### src/rtl/exti_pkg.sv
package exti_pkg;
  localparam int FIELD_W       = 4;
  localparam int LINES_PER_REG = 4;
  localparam int DATA_W        = FIELD_W * LINES_PER_REG;
  localparam int MAX_PORTS     = 1 << FIELD_W;
endpackage

### src/rtl/exti_sync.sv
module exti_sync #(
  parameter int W = 256
) (
  input  logic         clk_i,
  input  logic         rst_ni,
  input  logic [W-1:0] pins_i,
  output logic [W-1:0] rise_o,
  output logic [W-1:0] fall_o
);
  logic [W-1:0] s1_q, s2_q, s3_q;

  always_ff @(posedge clk_i or negedge rst_ni) begin
    if (!rst_ni) begin
      s1_q <= '0;
      s2_q <= '0;
      s3_q <= '0;
    end else begin
      s1_q <= pins_i;
      s2_q <= s1_q;
      s3_q <= s2_q;
    end
  end

  // edges per pin, before routing, so reselecting a port never fakes one
  assign rise_o = s2_q & ~s3_q;
  assign fall_o = ~s2_q & s3_q;

  assert_rise_pulse_R8: assert property (@(posedge clk_i) disable iff (!rst_ni)
    (rise_o & $past(rise_o)) == '0);
  assert_fall_pulse_R4: assert property (@(posedge clk_i) disable iff (!rst_ni)
    (fall_o & $past(fall_o)) == '0);
endmodule

### src/rtl/exti_line.sv
module exti_line
  import exti_pkg::*;
#(
  parameter int NUM_PORTS = 16
) (
  input  logic               clk_i,
  input  logic               rst_ni,
  input  logic [FIELD_W-1:0] port_sel_i,
  input  logic [NUM_PORTS-1:0] rise_i,
  input  logic [NUM_PORTS-1:0] fall_i,
  input  logic               rise_en_i,
  input  logic               fall_en_i,
  input  logic               mask_i,
  input  logic               clr_i,
  output logic               pend_o,
  output logic               irq_o
);
  logic [MAX_PORTS-1:0] rise_pad, fall_pad;
  logic set, pend_q;

  always_comb begin
    rise_pad = '0;
    fall_pad = '0;
    for (int p = 0; p < NUM_PORTS; p++) begin
      rise_pad[p] = rise_i[p];
      fall_pad[p] = fall_i[p];
    end
  end

  assign set = (rise_en_i & rise_pad[port_sel_i]) | (fall_en_i & fall_pad[port_sel_i]);

  always_ff @(posedge clk_i or negedge rst_ni) begin
    if (!rst_ni)    pend_q <= 1'b0;
    else if (set)   pend_q <= 1'b1;   // set wins over clear
    else if (clr_i) pend_q <= 1'b0;
  end

  assign pend_o = pend_q;
  assign irq_o  = pend_q & mask_i;

  assert_set_wins_R9: assert property (@(posedge clk_i) disable iff (!rst_ni)
    set |=> pend_o);
  assert_clear_R7: assert property (@(posedge clk_i) disable iff (!rst_ni)
    (clr_i && !set) |=> !pend_o);
  assert_hold_R7: assert property (@(posedge clk_i) disable iff (!rst_ni)
    (!clr_i && !set) |=> $stable(pend_o));
endmodule

### src/rtl/exti_ctrl.sv
module exti_ctrl
  import exti_pkg::*;
#(
  parameter int NUM_LINES = 16,
  parameter int NUM_PORTS = 16,
  localparam int NUM_SEL  = NUM_LINES / LINES_PER_REG,
  localparam int ADDR_W   = $clog2(NUM_SEL + 4),
  localparam int PIN_W    = NUM_LINES * NUM_PORTS
) (
  input  logic              clk_i,
  input  logic              rst_ni,
  input  logic              we_i,
  input  logic [ADDR_W-1:0] addr_i,
  input  logic [DATA_W-1:0] wdata_i,
  output logic [DATA_W-1:0] rdata_o,
  input  logic [PIN_W-1:0]  pins_i,
  output logic [NUM_LINES-1:0] irq_o
);
  localparam logic [ADDR_W-1:0] A_RISE = ADDR_W'(NUM_SEL);
  localparam logic [ADDR_W-1:0] A_FALL = ADDR_W'(NUM_SEL + 1);
  localparam logic [ADDR_W-1:0] A_MASK = ADDR_W'(NUM_SEL + 2);
  localparam logic [ADDR_W-1:0] A_PEND = ADDR_W'(NUM_SEL + 3);

  logic [NUM_LINES-1:0][FIELD_W-1:0] sel_q;
  logic [NUM_LINES-1:0] rise_en_q, fall_en_q, mask_q, pend, clr;
  logic [PIN_W-1:0] pin_rise, pin_fall;
  logic [NUM_LINES-1:0][NUM_PORTS-1:0] line_rise, line_fall;

  exti_sync #(.W(PIN_W)) u_sync (
    .clk_i (clk_i),
    .rst_ni(rst_ni),
    .pins_i(pins_i),
    .rise_o(pin_rise),
    .fall_o(pin_fall)
  );

  always_ff @(posedge clk_i or negedge rst_ni) begin
    if (!rst_ni) begin
      sel_q     <= '0;
      rise_en_q <= '0;
      fall_en_q <= '0;
      mask_q    <= '0;
    end else if (we_i) begin
      for (int l = 0; l < NUM_LINES; l++)
        if (addr_i == ADDR_W'(l / LINES_PER_REG))
          sel_q[l] <= wdata_i[(l % LINES_PER_REG)*FIELD_W +: FIELD_W];
      if (addr_i == A_RISE) rise_en_q <= wdata_i[NUM_LINES-1:0];
      if (addr_i == A_FALL) fall_en_q <= wdata_i[NUM_LINES-1:0];
      if (addr_i == A_MASK) mask_q    <= wdata_i[NUM_LINES-1:0];
    end
  end

  assign clr = (we_i && addr_i == A_PEND) ? wdata_i[NUM_LINES-1:0] : '0;

  always_comb begin
    rdata_o = '0;
    for (int l = 0; l < NUM_LINES; l++)
      if (addr_i == ADDR_W'(l / LINES_PER_REG))
        rdata_o[(l % LINES_PER_REG)*FIELD_W +: FIELD_W] = sel_q[l];
    if (addr_i == A_RISE) rdata_o[NUM_LINES-1:0] = rise_en_q;
    if (addr_i == A_FALL) rdata_o[NUM_LINES-1:0] = fall_en_q;
    if (addr_i == A_MASK) rdata_o[NUM_LINES-1:0] = mask_q;
    if (addr_i == A_PEND) rdata_o[NUM_LINES-1:0] = pend;
  end

  for (genvar l = 0; l < NUM_LINES; l++) begin : g_line
    for (genvar p = 0; p < NUM_PORTS; p++) begin : g_port
      assign line_rise[l][p] = pin_rise[p*NUM_LINES + l];
      assign line_fall[l][p] = pin_fall[p*NUM_LINES + l];
    end
    exti_line #(.NUM_PORTS(NUM_PORTS)) u_line (
      .clk_i     (clk_i),
      .rst_ni    (rst_ni),
      .port_sel_i(sel_q[l]),
      .rise_i    (line_rise[l]),
      .fall_i    (line_fall[l]),
      .rise_en_i (rise_en_q[l]),
      .fall_en_i (fall_en_q[l]),
      .mask_i    (mask_q[l]),
      .clr_i     (clr[l]),
      .pend_o    (pend[l]),
      .irq_o     (irq_o[l])
    );
  end

  assert_unmask_exposes_R5: assert property (@(posedge clk_i) disable iff (!rst_ni)
    (we_i && addr_i == A_MASK && clr == '0) |=> ((irq_o & ~mask_q) == '0));
endmodule

### config.mk
export PLATFORM = sky130hd
export DESIGN_NAME = exti_ctrl
export DESIGN_NICKNAME = d
export VERILOG_FILES = /design/src/rtl/exti_pkg.sv /design/src/rtl/exti_sync.sv /design/src/rtl/exti_line.sv /design/src/rtl/exti_ctrl.sv
export SDC_FILE = /design/constraint.sdc
export NUM_CORES = 1
export LEC_CHECK = 0
export ABC_CLOCK_PERIOD_IN_PS = 3450
export BUFFER_PORTS_ARGS = -buffer_cell sky130_fd_sc_hd__buf_2
export CAP_MARGIN = 20
export CORE_AREA = 2 2 282 284
export CTS_CLUSTER_SIZE = 10
export DETAILED_ROUTE_END_ITERATION = 8
export DIE_AREA = 0 0 284 286
export GPL_TIMING_DRIVEN = 0
export PLACE_DENSITY = 0.72
export SYNTH_ARGS = -nofsm -noshare
export SYNTH_HDL_FRONTEND = slang
export SYNTH_HIERARCHICAL = 1
export SYNTH_SLANG_ARGS = --single-unit
export TNS_END_PERCENT = 5
### constraint.sdc
create_clock -name clk_i -period 3.45 [get_ports clk_i]
set_clock_uncertainty 0.1 [all_clocks]
set_input_delay 0.345 -clock clk_i [delete_from_list [all_inputs] [get_ports clk_i]]
set_output_delay 0.345 -clock clk_i [all_outputs]
set_load 0.005 [all_outputs]
==> results of run 1 <==
stage by stage:
step,instance area [um^2],setup slack [ns],cells,total power [W]
after CTS,43500,0.702,3938,0.0253
after floorplan,35000,1.57,2178,0.0140
after detailed placement,38000,0.544,3542,0.0155
final,43600,0.750,3945,0.0250
after global routing,43600,0.689,3941,0.0261
after global placement,37800,-15.76,3535,0.0154
final timing paths:
path	from	to	slack, ns	cells past startpoint
setup / recovery	sel_q[43]	rdata_o[11]	0.75	5
min in group clk_i	addr_i[0]	sel_q[7]	0.13	3
hold / removal	rst_ni	g_line[11].u_line/pend_o	0.06	2
max in group asynchronous	rst_ni	u_sync/s3_q[176]	1.15	5
setup reg to reg	sel_q[32]	g_line[8].u_line/pend_o	1.21	5
hold reg to reg	u_sync/s1_q[209]	u_sync/s2_q[209]	0.23	0
per-layer routing:
metal,part of all wire,vias up,global-route usage
li1,-,8996,-
met1,0.41,10300,0.261
met2,0.50,546,0.364
met3,0.052,183,0.0442
met4,0.038,16,0.0832
met5,0.0012,-,0
cell type report:
class	instances	area [um^2]	area share
Antenna cell	7	17.5	0.000402
Buffer	65	459	0.0105
Clock buffer	115	2650	0.0609
Clock inverter	8	126	0.00290
Inverter	18	67.6	0.00155
Multi-Input combinational cell	1199	12000	0.276
Sequential cell	896	22400	0.515
Tap cell	1050	1310	0.0302
Timing Repair Buffer	587	4470	0.103
power breakdown:
group | switching, W | internal, W | total (W)
clock network | 0.00394 | 0.00550 | 0.00944
registers | 0.000842 | 0.0113 | 0.0122
logic | 0.00150 | 0.00195 | 0.00345
logic make-up (layout without fill, tap and decap cells):
kind of cell	after synthesis	count (layout)	share of synthesized area
AOI/OAI and AO/OA	148	148	0.0345
buffers and inverters	83	793	0.0151
DFF	896	896	0.641
muxes	351	351	0.152
other	0	7	0
and+or+nand+nor	700	700	0.157
critical path, cell delays in order, from the launching register on:
cell	delay (ns)
dfrtp_1	0.59
mux2_2	0.24
nand2_1	0.05
a21oi_1	0.27
o31a_1	0.31
buf_2	0.16
sequential cells by signal, indices dropped and copies added, names as in the netlist:
name / flops
u_sync/s1_q: 256
u_sync/s2_q: 256
g_line.u_line/pend_o: 16
rise_en_q: 16
sel_q: 64
fall_en_q: 16
mask_q: 16
u_sync/s3_q: 256
cells in the final DEF, fill, tap and decap left out, types with 33 or more instances in the layout:
cell type	instances
dfrtp_1	896
and2b_2	512
buf_2	320
dlygate4sd3_1	273
mux2_2	126
clkbuf_16	103
mux2i_1	97
mux4_1	96
nor2_1	46
nand2_1	44
and2_1	33
a21oi_1	33
timing repair:
action | 4_1_cts | 5_1_grt
hold buffers | 273 | 0
setup buffers | 0 | 0
hold endpoints to repair | 628 | 0
==> impl_metrics.ini, run 1 <==
[status]
status = complete, no violations

[floorplan]
num_rows = 103
die_area_um2 = 81200
start_util = 0.446
pin_count = 310
fp.dieH_um = 286
fp.dieW_um = 284
core_area_um2 = 78400

[sta]
hold_viol_final = 0
finalSetupViolCount = 0
relSlewSlack = 0.313
slew_violations = 0
fin_crit_ns = 2.70
setup-tns-final_ns = 0
fmaxAchievable_ghz = 0.370
hold_slack_ns = 0.0624
max_slew.worst_pin.slew_ns = 1.03
grt_setup_unrepaired = false
finalCritPeriodShare = 0.783

[clocking]
cts_resized = 0
clkSlewWorstSetupHoldPaths_ns = 0.06
cts_sinks = 896
clk_latency_ns = 0.65
h-tree-depth = 3
numCtsBuffers = 102
cts_tree = built
cts-root-buf = clkbuf_16
ctsLongestPathBuffers = 3

[detailed_routing]
drt-initial-drc-count = 1043
drt-total-wl_mm = 84.2
ant_nets = 0
drc = 0
wl_per_cell_um = 21.4
first_pass_iters = 6
vias = 20000
viasPerCell = 5.08

[grt]
grt_max_degree = 145
grt_pass1_vias = 22400
grt_overflow = 0
grtUsageTotal = 0.211
antenna_found_initial = 15
grt_pass1_wl_mm = 131

[logic_synthesis]
synth_area_um2 = 35000
netlist_instances = 2178
synthFlopType = dfrtp_1
synth_common_cells = dfrtp_1 (896), and2b_2 (512), mux2_2 (126)
yosysMostFrequentCell = dfrtp_1
ys_seq_elements = 896
synthArstFlopShare = 1.00
syn_avg_cell_area_um2 = 16.1
netlist_top_cells_area = dfrtp_1 (64%), and2b_2 (13%), mux4_1 (7.2%), mux2_2 (4.1%), mux2i_1 (2.8%)
synth-seq-area-share = 0.641
synth_nets = 2456
ys_types = 41
yosysTopAreaCell = dfrtp_1
synth_edf_count = 0
yosys_warnings = 6
synth.top_cell.area_share = 0.641

[power]
p_leak_nw = 20.2
irDropWorstVdd_uv = 572
pwr_density_cell_nw_per_um2 = 575

[hold_path]
hp-class = in -> async

[final_layout]
drive_gt1_frac = 0.396
final_nets = 3147
fillers = 6140
area.growth.synth_to_final_pct = 24.5
fin_util = 0.556

[run]
cap_viol_max_count = 0

[setup_path]
worstPathMaxFanout = 7
cp_data_required_time_ns = 3.00
critPathArrivalTime_ns = 2.26
cp-start-kind = register
end_kind = output pin
worstSetupPathType = reg -> out

[placed_design]
place_congestion = 0.869
dp_hpwl_mm = 55.9
port_buffers = 307
Note: power is estimated with default switching activity, not from simulation.
==> inputs of run 2 (changes only) <==
ABC_CLOCK_PERIOD_IN_PS = 2500   (was 3450)
clock period = 2.5 ns   (was 3.45 ns; I/O delays follow)
==> impl_metrics.ini, run 2 (same netlist as run 1, synthesis figures left out) <==
[setup_path]
r2r_end = g_line[12].u_line/pend_o
cp-start-kind = register
critPathArrivalTime_ns = 2.15
crit_chain = a221oi_1, a31oi_1, a2bb2oi_1, buf_2
rrSetupSlack_ns = 0.28
worstPathMaxFanout = 5
crit_buf_inv = 1
slowest_delay_ns = 0.49
regToRegStartpoint = sel_q[48]
end_kind = output pin
crit_path_top_delay_cell = a2bb2oi_1
critical_path.top_delay_family = compound AO/OA/AOI/OAI gates
worstSetupPathType = reg -> out
reg2reg_depth = 5
cp_data_required_time_ns = 2.15

[run]
cap_viol_max_count = 0

[grt]
grt_util_met3 = 0.0497
grt_pass1_wl_mm = 131
antenna_found_initial = 13
grtUsageTotal = 0.212
grt_overflow = 0
use_met2 = 0.362
grt-busiest-layer = met2
grt_pass1_vias = 22500
grt_max_degree = 145
grtUsageMet1 = 0.259

[detailed_routing]
drt-initial-drc-count = 1087
ant_nets = 0
viasPerCell = 5.10
drt-total-wl_mm = 84.4
wl_per_cell_um = 21.4
first_pass_iters = 5
vias = 20200
drc = 0

[final_layout]
drive_gt1_frac = 0.403
mostFrequentLayoutCells = dfrtp_1 (877), and2b_2 (512), buf_2 (320), dlygate4sd3_1 (274), mux2_2 (125)
top_regs = u_sync/s1_q: 256 flops, u_sync/s2_q: 256 flops, u_sync/s3_q: 256 flops
final_cell_area_um2 = 43600
fillers = 6126
final_common_cell = dfrtp_1
final_nets = 3151
stdcell_count = 3950
area.growth.synth_to_final_pct = 24.8

[clocking]
cts-root-buf = clkbuf_16
cts_sinks = 896
cts_tree = built
clkSlewWorstSetupHoldPaths_ns = 0.06
ctsLongestPathBuffers = 3
numCtsBuffers = 102
clk_latency_ns = 0.64
h-tree-depth = 3

[floorplan]
die_area_um2 = 81200
pin_count = 310
core_area_um2 = 78400
fp.dieW_um = 284
fp.dieH_um = 286
start_util = 0.446
num_rows = 103

[sta]
hold_viol_final = 0
fin_crit_ns = 2.50
max_slew.worst_pin.slew_ns = 1.03
hold_slack_ns = 0.0731
grt_setup_unrepaired = true
finalCritPeriodShare = 1.00
slew_violations = 0
finalSetupViolCount = 1
setup_slack_ns = -0.00489
relSlewSlack = 0.308
fmaxAchievable_ghz = 0.399

[power]
p_leak_nw = 20.3
pwr_density_cell_nw_per_um2 = 793
irDropWorstVdd_uv = 786

[placed_design]
dp_hpwl_mm = 55.9
dpl.cell_count = 3542
place_worst_setup_slack_ns = -0.311
place_congestion = 0.869
postPlaceCellArea_um2 = 38000
port_buffers = 307

[hold_path]
hp-class = in -> async

[status]
violations = setup timing
status = finished, violations left
==> run 2: worst max-delay path by stage <==
| stage | from | endpoint | slack [ns] | depth (start not counted) |
|---|---|---|---|---|
| finish | rise_en_q[14] | rdata_o[14] | -0.005 | 4 |
| global route | sel_q[43] | rdata_o[11] | -0.05 | 5 |
| detailed placement | we_i | g_line[14].u_line/pend_o | -0.31 | 7 |
| CTS | sel_q[39] | rdata_o[7] | -0.02 | 5 |
| floorplan | sel_q[44] | g_line[11].u_line/pend_o | 0.62 | 5 |
| global placement | rst_ni | u_sync/s1_q[33] | -16.61 | 1 |
==> run 2: stage by stage <==
stage                TNS, ns  total power, W   util
global placement           -          0.0212  0.483
detailed placement     -2.83          0.0214  0.485
global route          -0.132          0.0361  0.557
finish              -0.00489          0.0346  0.557
CTS                  -0.0159          0.0349  0.556
floorplan                  0          0.0194      -
==> run 2: worst register-to-register path, stage by stage (launching register included) <==
cell and delay, ns:
dfrtp_1 0.47, buf_6 0.21, mux4_1 0.63, mux2i_1 0.16, mux2i_1 0.11, a2111o_1 0.42
==> run 2: power breakdown <==
group          leakage, nW  total (W)  switching (W)  internal (W)
Clock                 1.36     0.0130        0.00544       0.00759
Sequential            10.4     0.0168        0.00114        0.0156
Combinational         8.47    0.00481        0.00211       0.00270
Total                 20.3     0.0346        0.00869        0.0259
==> run 2: repair_timing <==
action	CTS	global route
resized for setup	13	8
hold endpoints to repair	628	0
setup endpoints to repair	6	10
hold buffers	275	0
pin swaps	2	4
setup buffers	1	1
==> run 2: area by class of cell <==
type                    instances  area, um^2  share of cell area
flip-flops and latches        896       22400               0.514
multi-input cells            1199       12000               0.276
inverters                      18        67.6             0.00155
repair buffers                591        4520               0.103
diodes                          8        20.0            0.000459
clock inverters                 8         126             0.00290
plain buffers                  65         459              0.0105
clock buffers                 115        2650              0.0608
well taps                    1050        1310              0.0301
==> run 2: per-layer routing <==
layer,share of wire,wire (um)
met5,0.0011,92
met4,0.041,3470
met3,0.056,4760
met2,0.50,42200
met1,0.40,33900
